==> config.mk <==
export PLATFORM = sky130hd
export DESIGN_NAME = cam_gray_capture
export DESIGN_NICKNAME = d
export VERILOG_FILES = /design/src/rtl/cgc_pkg.sv /design/src/rtl/cgc_byte_pair.sv /design/src/rtl/cgc_luma.sv /design/src/rtl/cgc_position.sv /design/src/rtl/cam_gray_capture.sv
export SDC_FILE = /design/constraint.sdc
export NUM_CORES = 1
export LEC_CHECK = 0
export CORE_MARGIN = 1
export CORE_UTILIZATION = 55
export CTS_CLUSTER_SIZE = 10
export DETAILED_ROUTE_END_ITERATION = 10
export PLACE_DENSITY = 0.76
export SKIP_LAST_GASP = 1
export SLEW_MARGIN = 15
export SYNTH_ARGS = -nofsm -noshare
export SYNTH_HDL_FRONTEND = slang
export SYNTH_SLANG_ARGS = --single-unit
==> constraint.sdc <==
create_clock -name clk -period 13.75 [get_ports clk]
set_input_delay 2.0625 -clock clk [delete_from_list [all_inputs] [get_ports clk]]
set_output_delay 2.0625 -clock clk [all_outputs]
set_load 0.02 [all_outputs]
==> src/rtl/cgc_pkg.sv <==
package cgc_pkg;
    typedef struct packed {
        logic [4:0] red;
        logic [5:0] green;
        logic [4:0] blue;
    } rgb565_t;

    typedef struct packed {
        logic       phase;
        logic [7:0] hi;
    } pair_state_t;
endpackage

==> src/rtl/cgc_byte_pair.sv <==
module cgc_byte_pair
    import cgc_pkg::*;
(
    input  logic        clk,
    input  logic        rst_n,
    input  logic        href_i,
    input  logic        href_rise_i,
    input  logic [7:0]  data_i,
    output logic        pix_valid_o,
    output rgb565_t     pix_o
);
    pair_state_t st_d, st_q;
    logic        phase_eff;

    always_comb begin
        st_d      = st_q;
        phase_eff = href_rise_i ? 1'b0 : st_q.phase;
        pix_valid_o = 1'b0;
        pix_o     = rgb565_t'({st_q.hi, data_i});
        if (href_i) begin
            if (!phase_eff) begin
                st_d.phase = 1'b1;
                st_d.hi    = data_i;
            end else begin
                st_d.phase  = 1'b0;
                pix_valid_o = 1'b1;
            end
        end
    end

    always_ff @(posedge clk) begin
        if (!rst_n) st_q <= '0;
        else        st_q <= st_d;
    end
endmodule

==> src/rtl/cgc_luma.sv <==
module cgc_luma
    import cgc_pkg::*;
(
    input  rgb565_t    pix_i,
    output logic [7:0] gray_o
);
    logic [7:0] r8, g8, b8;
    logic [9:0] sum;

    always_comb begin
        r8  = {pix_i.red, pix_i.red[4:2]};
        g8  = {pix_i.green, pix_i.green[5:4]};
        b8  = {pix_i.blue, pix_i.blue[4:2]};
        sum = 10'(r8 >> 2) + 10'(r8 >> 5) + 10'(g8 >> 1) + 10'(g8 >> 4)
            + 10'(b8 >> 4) + 10'(b8 >> 5);
        gray_o = (sum > 10'd255) ? 8'hFF : sum[7:0];
    end
endmodule

==> src/rtl/cgc_position.sv <==
module cgc_position #(
    parameter int FRAME_COLS = 640,
    parameter int FRAME_ROWS = 480,
    parameter int WIN_COLS   = 150,
    parameter int WIN_ROWS   = 150,
    localparam int COL_W  = $clog2(FRAME_COLS + 1),
    localparam int ROW_W  = $clog2(FRAME_ROWS + 1),
    localparam int ADDR_W = $clog2(WIN_COLS * WIN_ROWS)
) (
    input  logic              clk,
    input  logic              rst_n,
    input  logic              vsync_i,
    input  logic              href_i,
    input  logic              pix_valid_i,
    output logic              href_rise_o,
    output logic [COL_W-1:0]  col_o,
    output logic [ROW_W-1:0]  row_o,
    output logic [ADDR_W-1:0] row_base_o
);
    typedef struct packed {
        logic              vsync_prev;
        logic              href_prev;
        logic [COL_W-1:0]  col;
        logic [ROW_W-1:0]  row;
        logic [ADDR_W-1:0] base;
    } pos_state_t;

    pos_state_t st_d, st_q;
    logic vsync_rise, href_fall;

    always_comb begin
        st_d        = st_q;
        vsync_rise  = vsync_i && !st_q.vsync_prev;
        href_rise_o = href_i && !st_q.href_prev;
        href_fall   = !href_i && st_q.href_prev;
        st_d.vsync_prev = vsync_i;
        st_d.href_prev  = href_i;
        if (href_rise_o)
            st_d.col = '0;
        else if (pix_valid_i && st_q.col != COL_W'(FRAME_COLS))
            st_d.col = st_q.col + 1'b1;
        if (vsync_rise) begin
            st_d.row  = '0;
            st_d.base = '0;
        end else if (href_fall) begin
            if (st_q.row != ROW_W'(FRAME_ROWS)) st_d.row = st_q.row + 1'b1;
            if (st_q.row < ROW_W'(WIN_ROWS - 1))
                st_d.base = st_q.base + ADDR_W'(WIN_COLS);
        end
        col_o      = st_q.col;
        row_o      = st_q.row;
        row_base_o = st_q.base;
    end

    always_ff @(posedge clk) begin
        if (!rst_n) st_q <= '0;
        else        st_q <= st_d;
    end


    col_hold_chk: assert property (@(posedge clk) disable iff (!rst_n)
        !href_i |=> $stable(col_o));

    row_restart_chk: assert property (@(posedge clk) disable iff (!rst_n)
        $rose(vsync_i) |=> (row_o == '0));
endmodule

==> src/rtl/cam_gray_capture.sv <==
module cam_gray_capture
    import cgc_pkg::*;
#(
    parameter int FRAME_COLS = 640,
    parameter int FRAME_ROWS = 480,
    parameter int WIN_COLS   = 150,
    parameter int WIN_ROWS   = 150,
    localparam int COL_W    = $clog2(FRAME_COLS + 1),
    localparam int ROW_W    = $clog2(FRAME_ROWS + 1),
    localparam int WIN_AREA = WIN_COLS * WIN_ROWS,
    localparam int ADDR_W   = $clog2(WIN_AREA)
) (
    input  logic              clk,
    input  logic              rst_n,
    input  logic              vsync_i,
    input  logic              href_i,
    input  logic [7:0]        data_i,
    output logic              wr_en_o,
    output logic [ADDR_W-1:0] wr_addr_o,
    output logic [7:0]        wr_data_o
);
    typedef struct packed {
        logic              en;
        logic [ADDR_W-1:0] addr;
        logic [7:0]        data;
    } wr_state_t;

    wr_state_t         wr_d, wr_q;
    logic              pix_valid, href_rise;
    rgb565_t           pix;
    logic [7:0]        gray;
    logic [COL_W-1:0]  col;
    logic [ROW_W-1:0]  row;
    logic [ADDR_W-1:0] row_base;

    cgc_byte_pair u_pair (
        .clk(clk), .rst_n(rst_n), .href_i(href_i), .href_rise_i(href_rise),
        .data_i(data_i), .pix_valid_o(pix_valid), .pix_o(pix)
    );

    cgc_position #(
        .FRAME_COLS(FRAME_COLS), .FRAME_ROWS(FRAME_ROWS),
        .WIN_COLS(WIN_COLS), .WIN_ROWS(WIN_ROWS)
    ) u_pos (
        .clk(clk), .rst_n(rst_n), .vsync_i(vsync_i), .href_i(href_i),
        .pix_valid_i(pix_valid), .href_rise_o(href_rise),
        .col_o(col), .row_o(row), .row_base_o(row_base)
    );

    cgc_luma u_luma (.pix_i(pix), .gray_o(gray));

    always_comb begin
        wr_d      = wr_q;
        wr_d.en   = pix_valid && (row < ROW_W'(WIN_ROWS)) && (col < COL_W'(WIN_COLS));
        if (wr_d.en) begin
            wr_d.addr = row_base + ADDR_W'(col);
            wr_d.data = gray;
        end
    end

    always_ff @(posedge clk) begin
        if (!rst_n) wr_q <= '0;
        else        wr_q <= wr_d;
    end

    assign wr_en_o   = wr_q.en;
    assign wr_addr_o = wr_q.addr;
    assign wr_data_o = wr_q.data;


    addr_range_chk: assert property (@(posedge clk) disable iff (!rst_n)
        wr_en_o |-> (wr_addr_o < ADDR_W'(WIN_AREA)));

    idle_no_write_chk: assert property (@(posedge clk) disable iff (!rst_n)
        !href_i |=> !wr_en_o);

    no_back_to_back_chk: assert property (@(posedge clk) disable iff (!rst_n)
        wr_en_o |=> !wr_en_o);
endmodule

# Yosys cells after proc, flatten, opt, wreduce, memory -nomap -nowiden
# Index checks and enable logic that the tools add are counted.
[word_totals]
reg_bits = 69
output_inout_bits = 24
input_bits = 12
word_cells = 46
[classes]
n_eq_ne = 2
n_addsub = 9
reduce_logical = 14
bitwise_logic = 2
muxes = 5
magnitude_cmp = 4
[op_table]
columns = ["cell", "count"]
rows = [
  ["$add 10x4->10", 2],
  ["$lt 9x8->1 const B", 2],
  ["$add 15x10->15", 1],
  ["$add 15x8->15 const B", 1],
  ["$add 10x1->10 const B", 1],
  ["$add 10x3->10", 1],
  ["$add 10x7->10", 1],
  ["$gt 10x8->1 const B", 1],
  ["$lt 10x8->1 const B", 1],
  ["$ne 10x10->1 const B", 1],
  ["$add 9x1->9 const B", 1],
  ["$ne 9x9->1 const B", 1],
  ["$mux 8", 1],
  ["$add 6x3->7", 1],
  ["$logic_and 1x1->1", 6],
  ["$reduce_and 2->1", 3],
  ["$mux 1", 4],
  ["$reduce_or 2->1", 2],
  ["$logic_not 1->1", 3],
  ["$not 1->1", 2],
]

# Longest topological paths before layout
# Gate-level depths: netlist (run 1).
[logic_depth]
word_depth = 7
depth_mapped = 16
mapped_depth_nobuf = 16

# By module
# Synthesis (run 1) repeated with hierarchy kept, for this count alone.
[unflattened]
cells_unflattened = 546
hier_area_um2 = 4695.8
[by_module_without_submodules]
columns = ["mod", "cells_per_inst", "area_per_inst_um2", "instances"]
rows = [
  ["cgc_position", 233, 2009.4, 1],
  ["cam_gray_capture", 175, 1417.6, 1],
  ["cgc_luma", 81, 767.0, 1],
  ["cgc_byte_pair", 57, 501.7, 1],
]

# Worst setup path before layout (run 1)
# Ideal clock, no wire load.
[synth_path]
path_type = "input to register"
start = "in data_i[2]"
end = "reg wr_q (netlist bit wr_data_o[0])"
arrival_time_ns = 5.457
path_stages = 13
slack_ns = 8.174
required_ns = 13.631
n_path_buf = 0
cell_sequence = "fa_1 > inv_1 > fa_1 > inv_1 > fa_1 > ha_1 > fa_1 > a211oi_1 > o21bai_1 > a21oi_1 > and4_4 > o311ai_4 > o221a_1"
[synth_between]
elab_chain_len = 4
[synth_lines]
columns = ["element", "line", "rtl"]
rows = [
  ["from (decl)", "cam_gray_capture.sv:17", "input logic [7:0] data_i,"],
  ["$add 10x4->10", "cgc_luma.sv:15", "+ 10'(b8 >> 4) + 10'(b8 >> 5);"],
  ["$add 10x3->10 *", "cgc_luma.sv:15", ""],
  ["$gt 10x8->1", "cgc_luma.sv:16", "gray_o = (sum > 10'd255) ? 8'hFF : sum[7:0];"],
  ["$mux 8 *", "cgc_luma.sv:16", ""],
  ["to (signal assigned)", "cam_gray_capture.sv:63", "else wr_q <= wr_d;"],
  ["to (decl)", "cam_gray_capture.sv:28", "wr_state_t wr_d, wr_q;"],
]
# Every way passes the cells marked *; elsewhere a longest branch is shown, timed or not.
# A chain may end at the register's enable or synchronous reset.

# Worst setup path after layout (run 1)
[layout_path]
start = "in data_i[3]"
end = "reg wr_q (netlist bit wr_data_o[1])"
# The elaborated chain is that of the path after synthesis.

==> results of run 1 <==
registers in the layout, summed over array words and instances (netlist names):
| signal | cells |
|---|---|
| u_pair.pix_o | 8 |
| u_pair.st_q | 1 |
| u_pos.col_o | 10 |
| u_pos.row_base_o | 14 |
| u_pos.row_o | 9 |
| u_pos.st_q | 2 |
| wr_addr_o | 15 |
| wr_data_o | 8 |
| wr_en_o | 1 |
kinds of logic (layout without fill, tap and decap cells):
group	count (synthesis)	count (layout)	share of synthesized area [%]
multiplexers	5	5	1.21
flip-flops	68	68	32.9
buffers and inverters	44	83	4.93
XOR/XNOR	42	42	9.07
adder cells (fa/ha/maj)	50	50	17.5
AO/OA/AOI/OAI	99	99	17.4
AND/OR/NAND/NOR	151	151	17.0
metrics by stage:
| stage | power [W] | hold WS (ps) | cell area [um^2] | instances | utilization [%] |
|---|---|---|---|---|---|
| finish | 0.000462 | 464 | 4730 | 597 | 65.3 |
| global route | 0.000489 | 506 | 4730 | 597 | 65.3 |
| CTS | 0.000467 | 465 | 4730 | 597 | 65.3 |
| detailed placement | 0.000301 | 456 | 4540 | 581 | 62.5 |
| global placement | 0.000296 | 450 | 4540 | 581 | 62.5 |
| floorplan | 0.000274 | 441 | 4140 | 459 | - |
path summary, 6_finish.rpt:
| check | end | from | slack [ps] |
|---|---|---|---|
| min | u_pair.pix_o[12]$_SDFFE_PN0P_ | u_pair.pix_o[12]$_SDFFE_PN0P_ | 460 |
| max | wr_data_o[1]$_SDFFE_PN0P_ | data_i[3] | 7820 |
| min reg2reg | u_pair.pix_o[12]$_SDFFE_PN0P_ | u_pair.pix_o[12]$_SDFFE_PN0P_ | 460 |
| max reg2reg | wr_data_o[1]$_SDFFE_PN0P_ | u_pair.pix_o[13]$_SDFFE_PN0P_ | 8940 |
per-layer routing:
metal	GRT usage, %	vias to the layer above	share of wire, %
met5	0	-	0
met4	8.80	0	2.2
met3	4.48	18	3.5
met2	42.0	65	51
met1	28.8	1573	43
li1	-	1665	-
final cells by class:
class,count,area (um^2)
Clock buffer,9,124
Clock inverter,7,75.1
Fill cell,637,2520
Inverter,30,113
Multi-Input combinational cell,347,2570
Sequential cell,68,1360
Tap cell,99,124
Timing Repair Buffer,37,365
worst min-delay path, stage by stage (launching register included):
cell and delay [ps]:
sky130_fd_sc_hd__dfxtp_1 320, sky130_fd_sc_hd__nand2_1 50, sky130_fd_sc_hd__a21oi_1 50
where the power goes:
part	switching (W)	leakage, nW	internal (W)	total (W)
clock network	0.0000809	0.0923	0.0000846	0.000166
logic	0.0000527	1.28	0.0000396	0.0000924
registers	0.00000373	0.551	0.000200	0.000204
total	0.000137	1.93	0.000325	0.000462
cells in the final DEF (no fill, tap or decap), types with 3 or more instances in the layout:
cell type	n
sky130_fd_sc_hd__a211oi_1	7
sky130_fd_sc_hd__a211oi_2	3
sky130_fd_sc_hd__a21o_1	6
sky130_fd_sc_hd__a21oi_1	27
sky130_fd_sc_hd__and2_1	3
sky130_fd_sc_hd__and3_1	6
sky130_fd_sc_hd__clkbuf_8	9
sky130_fd_sc_hd__clkdlybuf4s50_1	35
sky130_fd_sc_hd__clkinvlp_4	3
sky130_fd_sc_hd__dfxtp_1	68
sky130_fd_sc_hd__fa_1	13
sky130_fd_sc_hd__ha_1	37
sky130_fd_sc_hd__inv_1	30
sky130_fd_sc_hd__mux2i_1	5
sky130_fd_sc_hd__nand2_1	41
sky130_fd_sc_hd__nand2b_1	4
sky130_fd_sc_hd__nand3_1	8
sky130_fd_sc_hd__nand4_1	7
sky130_fd_sc_hd__nor2_1	58
sky130_fd_sc_hd__nor2b_1	4
sky130_fd_sc_hd__nor3_1	7
sky130_fd_sc_hd__o211ai_1	3
sky130_fd_sc_hd__o21a_1	6
sky130_fd_sc_hd__o21ai_0	16
sky130_fd_sc_hd__o221a_1	8
sky130_fd_sc_hd__o22ai_1	3
sky130_fd_sc_hd__or3_1	4
sky130_fd_sc_hd__xnor2_1	24
sky130_fd_sc_hd__xor2_1	17
==> metrics, run 1 <==
cts bufs inserted 9; initial antenna violation count 0; routability cong. 0.838; maximum cell stage delay along the critical path 530 ps; pre-CTS setup slack 7470 ps; maximum number of buffers from clock root to sink 2; Post-Synthesis Cell Area 0.00414 mm^2; run status finished, final reports clean; DIE AREA 0.00787 mm^2; grt ovf 0; top-area cell type share of the netlist area 32.9%; library cell with the highest instance count after synthesis sky130_fd_sc_hd__dfxtp_1; cells along the critical path clkdlybuf4s50_1, fa_1, inv_1, fa_1, inv_1, fa_1, ha_1, fa_1, a211oi_1, o21bai_1, a21oi_1, and4_4, o311ai_4, o221a_1; # resized after CTS 0; net count of the finished layout 555; #FFs+latches synth 68; Post-Syn Area per Cell 9.01 um^2; number of enable flip-flop cells after synthesis 0; library cell with the largest summed area after synthesis sky130_fd_sc_hd__dfxtp_1; GRT Overall Usage 23.8%; standard-cell row count 31; setup repair after global routing missed its margin no; fin worst setup slack 7820 ps; top achievable clock speed 0.169 GHz; fraction of layout instances using a drive strength above 1 5.82%; synthesized instance count 459; Required @ worst endpoint 13990 ps; number of max-slew violations in the final report 0; post-detailed-routing wire length 8740 um; Final setup violation count 0; Buffers & Inverters on Critical Path 3; total iterations of the first detailed-routing run 4; synth unique cells 53; global-route wire length before repair 14300 um; synth top area cells sky130_fd_sc_hd__dfxtp_1, sky130_fd_sc_hd__ha_1, sky130_fd_sc_hd__fa_1, sky130_fd_sc_hd__nor2_1, sky130_fd_sc_hd__xnor2_1; total inserted antenna cells 0; count of antenna-violating nets left after detailed routing 0; area growth from synthesis to layout 14.4%; DR WL/cell 14.6 um; Die W 88.7 um; post-synthesis net count 521; Yosys warnings 0; Worst Path Class, Setup primary input to flop; maxcap violations 0; number of cells on the worst reg-to-reg path 15; core area 0.00725 mm^2; Main synth FF type sky130_fd_sc_hd__dfxtp_1; via density per instance 5.56; port bufs 35; number of levels in the clock H-tree 3; insertion delay of the later-clocked pin in the worst-skew pair 350 ps; number of DRC markers in iteration 0 145; largest net degree at the start of global routing 25; final setup skew 13.5 ps; depth of the critical timing path with buffers and inverters included 14; setup repair bufs after CTS 0; most repeated library cell on the critical path sky130_fd_sc_hd__fa_1; Clk pin slew, worst setup/hold paths 80 ps; Hold Path Stages 2; slew of the pin with the lowest slew margin 726 ps; kind of start point of the critical path primary input; CTS Root Buffer Type sky130_fd_sc_hd__clkbuf_8; clock tree from TritonCTS built; slowest stage cell on the critical path sky130_fd_sc_hd__fa_1; hold buffer count at cts 0; reported leakage power 1.93 nW; post-route setup TNS 0 ps; initial cell density of the core 57.0%; hold violation count in the final report 0; share of flip-flops with an asynchronous set or reset after synthesis 0%; detailed-route DRC error count 0; I/O pin cnt 36; Hold/Removal Path Class flop to flop; fin crit period 5930 ps; Arr. time, crit path 6170 ps; Sinks on Clock Net 68; sequential fraction of the synthesis area 32.9%; number of global-route vias before repair 3151; total number of vias 3321; die boundary height 88.7 um; type of destination of the critical path flop; Worst IR Drop VDD 0.0431 mV; Max Fanout on Critical Path 8; Power Dens Cells 97.6 mW/mm^2; Post-synth top cells sky130_fd_sc_hd__dfxtp_1, sky130_fd_sc_hd__nor2_1, sky130_fd_sc_hd__nand2_1; worst max-slew margin expressed relative to the limit 51.3%; Final HPWL DP 6760 um; family with the most delay on the worst path adder cells; Final period util 43.1%
(Power assumes the default switching activity.)
==> inputs of run 2 (changes only) <==
CORE_UTILIZATION = 53   (was 55)
PLACE_DENSITY = 0.77   (was 0.76)
clock period = 5.11 ns   (was 13.75 ns; I/O delays follow)
==> run 2 against run 1 <==
Sequential share of layout area hardly changed. Combinational power grew to 2.6 times the previous value. Non-clock buffer count stayed put. Setup slack worse by 7500 ps. Clock-buffer cell count is 1 higher. Register-to-register slack worse by 8600 ps. Final cell count stayed put. Critical path depth is 1 higher. Largest power group unchanged. Highest routed layer unchanged.
==> metrics, run 2 (synthesized netlist as in run 1, its figures left out) <==
maximum number of buffers from clock root to sink 2 (unchanged); maxcap violations 0 (unchanged); type of destination of the critical path flop; post-detailed-routing wire length 8590 um (-1.7%); total inserted antenna cells 0 (unchanged); Clk pin slew, worst setup/hold paths 80 ps (about the same); kind of start point of the critical path flop; cells along the critical path ha_1, fa_1, fa_1, inv_1, fa_1, inv_1, fa_1, ha_1, fa_1, a211oi_1, o21bai_1, a21oi_1, and4_4, o311ai_4, o221a_1; number of global-route vias before repair 3257 (+3.4%); Worst IR Drop VDD 0.147 mV (+240%); routability cong. 0.816 (-2.6%); Power Dens Cells 263 mW/mm^2 (+170%); most repeated library cell on the critical path sky130_fd_sc_hd__fa_1; number of max-slew violations in the final report 0 (unchanged); count of antenna-violating nets left after detailed routing 0 (unchanged); maximum cell stage delay along the critical path 500 ps (-30 ps); number of DRC markers in iteration 0 118 (-19%); met2 track utilization from global routing 39.2% (-2.7 points); total number of vias 3280 (-1.2%); reg-to-reg critical path endpoint wr_data_o[1]$_SDFFE_PN0P_; Sinks on Clock Net 68 (unchanged); depth of the critical timing path with buffers and inverters included 15 (+1); initial cell density of the core 55.9% (-1.2 points); worst max-slew margin expressed relative to the limit 47.7% (-3.6 points); slowest stage cell on the critical path sky130_fd_sc_hd__fa_1; filler-free cell count of the finished design 597 (unchanged); pre-CTS setup slack 109 ps (-7360 ps); peak-usage layer in the global routing report met2; register-to-register path setup slack 370 ps (-8570 ps); setup repair bufs after CTS 0 (unchanged); Max Fanout on Critical Path 8 (unchanged); area growth from synthesis to layout 14.5% (about the same); fin worst setup slack 365 ps (-7450 ps); GRT met3 Usage 4.29% (-0.18 points); net count of the finished layout 555 (unchanged); detailed-route DRC error count 0 (unchanged); number of levels in the clock H-tree 3 (unchanged); run status finished, final reports clean; most common cell after layout, fill and taps aside sky130_fd_sc_hd__dfxtp_1; insertion delay of the later-clocked pin in the worst-skew pair 360 ps (about the same); slew of the pin with the lowest slew margin 784 ps (+58.0 ps); global-route track usage on met1 26.0% (-2.8 points); Final HPWL DP 6480 um (-4.2%); CTS Root Buffer Type sky130_fd_sc_hd__clkbuf_8; Final period util 92.8%; fraction of layout instances using a drive strength above 1 5.82% (unchanged); clock tree from TritonCTS built; Buffers & Inverters on Critical Path 2 (-1); final setup skew 9.59 ps (-3.89 ps); number of cells on the worst reg-to-reg path 15 (unchanged); number of flip-flops under the largest register name 15 (unchanged); Critical Path Sink wr_data_o[1]$_SDFFE_PN0P_; source of the worst register-to-register timing path u_pair.pix_o[13]$_SDFFE_PN0P_; total iterations of the first detailed-routing run 5 (+1); die boundary height 90.4 um (+1.8%); DIE AREA 0.00816 mm^2 (+3.7%); Cells after DPL 581 (unchanged); # resized after CTS 0 (unchanged); via density per instance 5.49 (-1.2%); hold violation count in the final report 0 (unchanged); cts bufs inserted 9 (unchanged); commonest cells after routing, fill and taps aside sky130_fd_sc_hd__dfxtp_1, sky130_fd_sc_hd__nor2_1, sky130_fd_sc_hd__nand2_1; fin crit period 4740 ps; grt ovf 0 (unchanged); Die W 90.4 um (+1.8%); reported leakage power 1.93 nW (+0.31%); initial antenna violation count 0 (unchanged); setup repair after global routing missed its margin no; I/O pin cnt 36 (unchanged); Arr. time, crit path 4990 ps (-1180 ps); DR WL/cell 14.4 um (-1.7%); core area 0.00741 mm^2 (+2.1%); GRT Overall Usage 22.3% (-1.5 points); family with the most delay on the worst path adder cells; Final setup violation count 0 (unchanged); start point of the critical path u_pair.pix_o[13]$_SDFFE_PN0P_; Required @ worst endpoint 5360 ps (-8630 ps); top achievable clock speed 0.211 GHz; global-route wire length before repair 14600 um (+2.3%); Worst Path Class, Setup flop to flop; standard-cell row count 31 (unchanged); post-route setup TNS 0 ps (unchanged); largest net degree at the start of global routing 34 (+36%); Hold/Removal Path Class flop to flop; hold buffer count at cts 0 (unchanged); port bufs 35 (unchanged)
run 2: cell count changes in the layout (fill, tap and decap cells not counted):
cell and change:
sky130_fd_sc_hd__clkbuf_8 +1, sky130_fd_sc_hd__clkinv_2 +1, sky130_fd_sc_hd__clkinv_4 +1, sky130_fd_sc_hd__clkinvlp_4 -1
sky130_fd_sc_hd__inv_6 -2
run 2: worst min-delay path: stages, from the launching register on:
cell and delay [ps]:
sky130_fd_sc_hd__dfxtp_1 320, sky130_fd_sc_hd__nand2_1 50, sky130_fd_sc_hd__a21oi_1 50
run 2: how the worst min path moves through the flow:
stage	cells past startpoint	endpoint	slack, ps	start
after floorplan	2	u_pair.pix_o[12]$_SDFFE_PN0P_	440	u_pair.pix_o[12]$_SDFFE_PN0P_
after global placement	2	u_pair.pix_o[12]$_SDFFE_PN0P_	460	u_pair.pix_o[12]$_SDFFE_PN0P_
after detailed placement	2	u_pair.pix_o[12]$_SDFFE_PN0P_	460	u_pair.pix_o[12]$_SDFFE_PN0P_
after CTS	2	u_pair.pix_o[12]$_SDFFE_PN0P_	460	u_pair.pix_o[12]$_SDFFE_PN0P_
after global routing	2	u_pair.pix_o[12]$_SDFFE_PN0P_	490	u_pair.pix_o[12]$_SDFFE_PN0P_
final	2	u_pair.pix_o[12]$_SDFFE_PN0P_	470	u_pair.pix_o[12]$_SDFFE_PN0P_
run 2: metrics by stage:
stage / area (um^2) / power [W] / hold WS [ps] / util, %
final: 4740 / 0.00125 / 466 / 63.9
after global routing: 4740 / 0.00131 / 493 / 63.9
after CTS: 4740 / 0.00125 / 464 / 63.9
after detailed placement: 4540 / 0.000805 / 456 / 61.2
after global placement: 4540 / 0.000799 / 456 / 61.2
after floorplan: 4140 / 0.000739 / 441 / -
run 2: routing by layer:
layer	routed length, um	vias to the layer above
met1	3850	1553
met3	229	19
met4	208	0
met5	0	-
li1	-	1659
met2	4300	49
run 2: where the power goes:
group,switching (W),internal (W)
Sequential,0.00000968,0.000539
Combinational,0.000137,0.000106
Clock,0.000216,0.000237
Total,0.000363,0.000883
run 2: area by class of cell:
cell class	count	area, um^2
repair buffers	37	365
fillers	627	2670
clock inverters	6	63.8
clock buffers	10	138
multi-input cells	347	2570
flip-flops and latches	68	1360
well taps	99	124
inverters	30	113
==> inputs of run 3 (changes only) <==
CAP_MARGIN = 20   (was not set)
GPL_TIMING_DRIVEN = 0   (was not set)
==> run 3 against run 2 <==
Maximum frequency fell by 0.56%. Critical path depth unchanged. Via count rose by 2.9%. Utilization grew 0.79 points. Sequential power is essentially flat. Combinational power barely moved. Sequential share of layout area fell by 0.35 points. Clock-buffer cell count is 1 higher. Design area increased by 1.2%. Critical path type unchanged. Critical endpoint is now wr_data_o[7]$_SDFFE_PN0P_. Highest routed layer unchanged.
==> metrics, run 3 (synthesized netlist as in run 1, its figures left out) <==
number of flip-flops under the largest register name 15 (unchanged); hold buffer count at cts 0 (unchanged); number of DRC markers in iteration 0 82 (-31%); share of power burned in combinational logic 19.9% (+0.4 points); fin worst setup slack 339 ps (-26.8 ps); run status finished, final reports clean; post-detailed-routing wire length 8840 um (+2.9%); Clk pin slew, worst setup/hold paths 70 ps (about the same); Required @ worst endpoint 5350 ps (about the same); detailed-route DRC error count 0 (unchanged); global-route wire length before repair 15200 um (+3.5%); Arr. time, crit path 5010 ps (+20 ps); post-layout total power 0.00122 W (-2.4%); initial cell density of the core 55.9% (unchanged); fin crit period 4770 ps (+26.8 ps); grt ovf 0 (unchanged); DIE AREA 0.00816 mm^2 (unchanged); I/O pin cnt 36 (unchanged); hold violation count in the final report 0 (unchanged); Final HPWL DP 6760 um (+4.3%); slew of the pin with the lowest slew margin 804 ps (+19.3 ps); Worst Path Class, Setup flop to flop; Final period util 93.4% (+0.53 points); clock share of power 34.9% (-1.5 points); most common cell after layout, fill and taps aside sky130_fd_sc_hd__dfxtp_1; routability cong. 0.827 (+1.3%); filler-free cell count of the finished design 609 (+2.0%); Power Dens Cells 254 mW/mm^2 (-3.6%); reported leakage power 1.97 nW (+1.8%); portion of total power attributed to sequential cells 45.2% (+1.1 points); via density per instance 5.54 (+0.90%); Finished Cell Area 0.00480 mm^2 (+1.2%); maximum number of buffers from clock root to sink 2 (unchanged); # resized after CTS 0 (unchanged); core area 0.00741 mm^2 (unchanged); Max Fanout on Critical Path 8 (unchanged); count of antenna-violating nets left after detailed routing 0 (unchanged); pre-CTS setup slack 104 ps (-5.49 ps); internal power component 0.000869 W (-1.5%); Final setup violation count 0 (unchanged); type of destination of the critical path flop; post-route setup TNS 0 ps (unchanged); total number of vias 3376 (+2.9%); number of global-route vias before repair 3388 (+4.0%); number of levels in the clock H-tree 3 (unchanged); maxcap violations 0 (unchanged); initial antenna violation count 0 (unchanged); insertion delay of the later-clocked pin in the worst-skew pair 350 ps (about the same); Hold/Removal Path Class flop to flop; cts bufs inserted 9 (unchanged); Worst IR Drop VDD 0.138 mV (-5.9%); setup repair after global routing missed its margin no; switching share of total power 28.5% (-0.62 points); kind of start point of the critical path flop; total iterations of the first detailed-routing run 4 (-1); largest net degree at the start of global routing 12 (-65%); CTS Root Buffer Type sky130_fd_sc_hd__clkbuf_8; standard-cell row count 31 (unchanged); final setup skew 7.58 ps (-2.00 ps); Sinks on Clock Net 68 (unchanged); commonest cells after routing, fill and taps aside sky130_fd_sc_hd__dfxtp_1, sky130_fd_sc_hd__nor2_1, sky130_fd_sc_hd__nand2_1; DR WL/cell 14.5 um (+0.90%); Placed Instance Area 0.00461 mm^2 (+1.7%); Cells after DPL 593 (+2.1%); Hold Path Stages 2 (unchanged); fill cell instance count of the final layout 642 (+2.4%); register-to-register path setup slack 340 ps (-30 ps); area growth from synthesis to layout 15.9%; port bufs 35 (unchanged); number of cells on the worst reg-to-reg path 15 (unchanged); clock tree from TritonCTS built; GRT Overall Usage 23.1% (+0.86 points); worst max-slew margin expressed relative to the limit 46.1% (-1.6 points); net switching power of the design 0.000347 W (-4.4%); number of max-slew violations in the final report 0 (unchanged); top achievable clock speed 0.210 GHz (-0.56%); fraction of layout instances using a drive strength above 1 6.27% (+0.45 points); die boundary height 90.4 um (unchanged); net count of the finished layout 567 (+2.2%); Die W 90.4 um (unchanged); total inserted antenna cells 0 (unchanged); setup repair bufs after CTS 0 (unchanged)
## run 3: cell types whose count changed in the layout (fill, tap and decap cells not counted), sizes merged
cell      delta
clkinvlp     -1
buf          +5
clkbuf       +8
## run 3: area by class of cell
class / count / area, um^2 / share of cell area [%]
tap: 99 / 124 / 2.58
multi-input combinational: 347 / 2570 / 53.6
buffer: 14 / 91.3 / 1.90
timing repair buffer: 35 / 350 / 7.30
inverter: 30 / 113 / 2.35
sequential: 68 / 1360 / 28.4
clock inverter: 5 / 52.6 / 1.10
clock buffer: 11 / 131 / 2.74
## run 3: worst paths after layout
| kind | startpoint | endpoint |
|---|---|---|
| worst max-delay path | u_pair.pix_o[13]$_SDFFE_PN0P_ | wr_data_o[7]$_SDFFE_PN0P_ |
| worst min-delay path | u_pair.pix_o[12]$_SDFFE_PN0P_ | u_pair.pix_o[12]$_SDFFE_PN0P_ |
| worst max register to register | u_pair.pix_o[13]$_SDFFE_PN0P_ | wr_data_o[7]$_SDFFE_PN0P_ |
| worst min register to register | u_pair.pix_o[12]$_SDFFE_PN0P_ | u_pair.pix_o[12]$_SDFFE_PN0P_ |
## run 3: power by group through the flow
stage,Combinational (W),Clock (W),Sequential (W)
global route,0.000272,0.000463,0.000551
detailed placement,0.000241,0,0.000562
floorplan,0.000175,0,0.000563
CTS,0.000243,0.000437,0.000549
global placement,0.000236,0,0.000561
finish,0.000242,0.000424,0.000550
## run 3: critical path, stage by stage (launching register included)
cell and delay (ps):
sky130_fd_sc_hd__dfxtp_1 450, sky130_fd_sc_hd__ha_1 230, sky130_fd_sc_hd__fa_1 440, sky130_fd_sc_hd__fa_1 490, sky130_fd_sc_hd__inv_1 50, sky130_fd_sc_hd__fa_1 500
sky130_fd_sc_hd__inv_1 60, sky130_fd_sc_hd__fa_1 470, sky130_fd_sc_hd__ha_1 260, sky130_fd_sc_hd__fa_1 470, sky130_fd_sc_hd__a211oi_1 250, sky130_fd_sc_hd__o21bai_1 100
sky130_fd_sc_hd__a21oi_1 220, sky130_fd_sc_hd__and4_4 260, sky130_fd_sc_hd__o311ai_4 130, sky130_fd_sc_hd__o221a_1 260
## run 3: per-stage QoR
stage          utilization (%)  hold WS (ps)
2_1_floorplan                -           441
3_3_place_gp              62.3           451
3_5_place_dp              62.3           462
4_1_cts                   64.7           472
5_1_grt                   64.7           504
6_report                  64.7           476
## run 3: per-layer routing
| layer | routed length [um] | vias to the layer above | global-route usage (%) | share of wire, % |
|---|---|---|---|---|
| li1 | - | 1691 | - | - |
| met1 | 3880 | 1618 | 25.9 | 44 |
| met2 | 4560 | 53 | 42.7 | 52 |
| met3 | 253 | 14 | 5.56 | 2.9 |
| met4 | 142 | 0 | 7.66 | 1.6 |
| met5 | 0 | - | 0 | 0 |
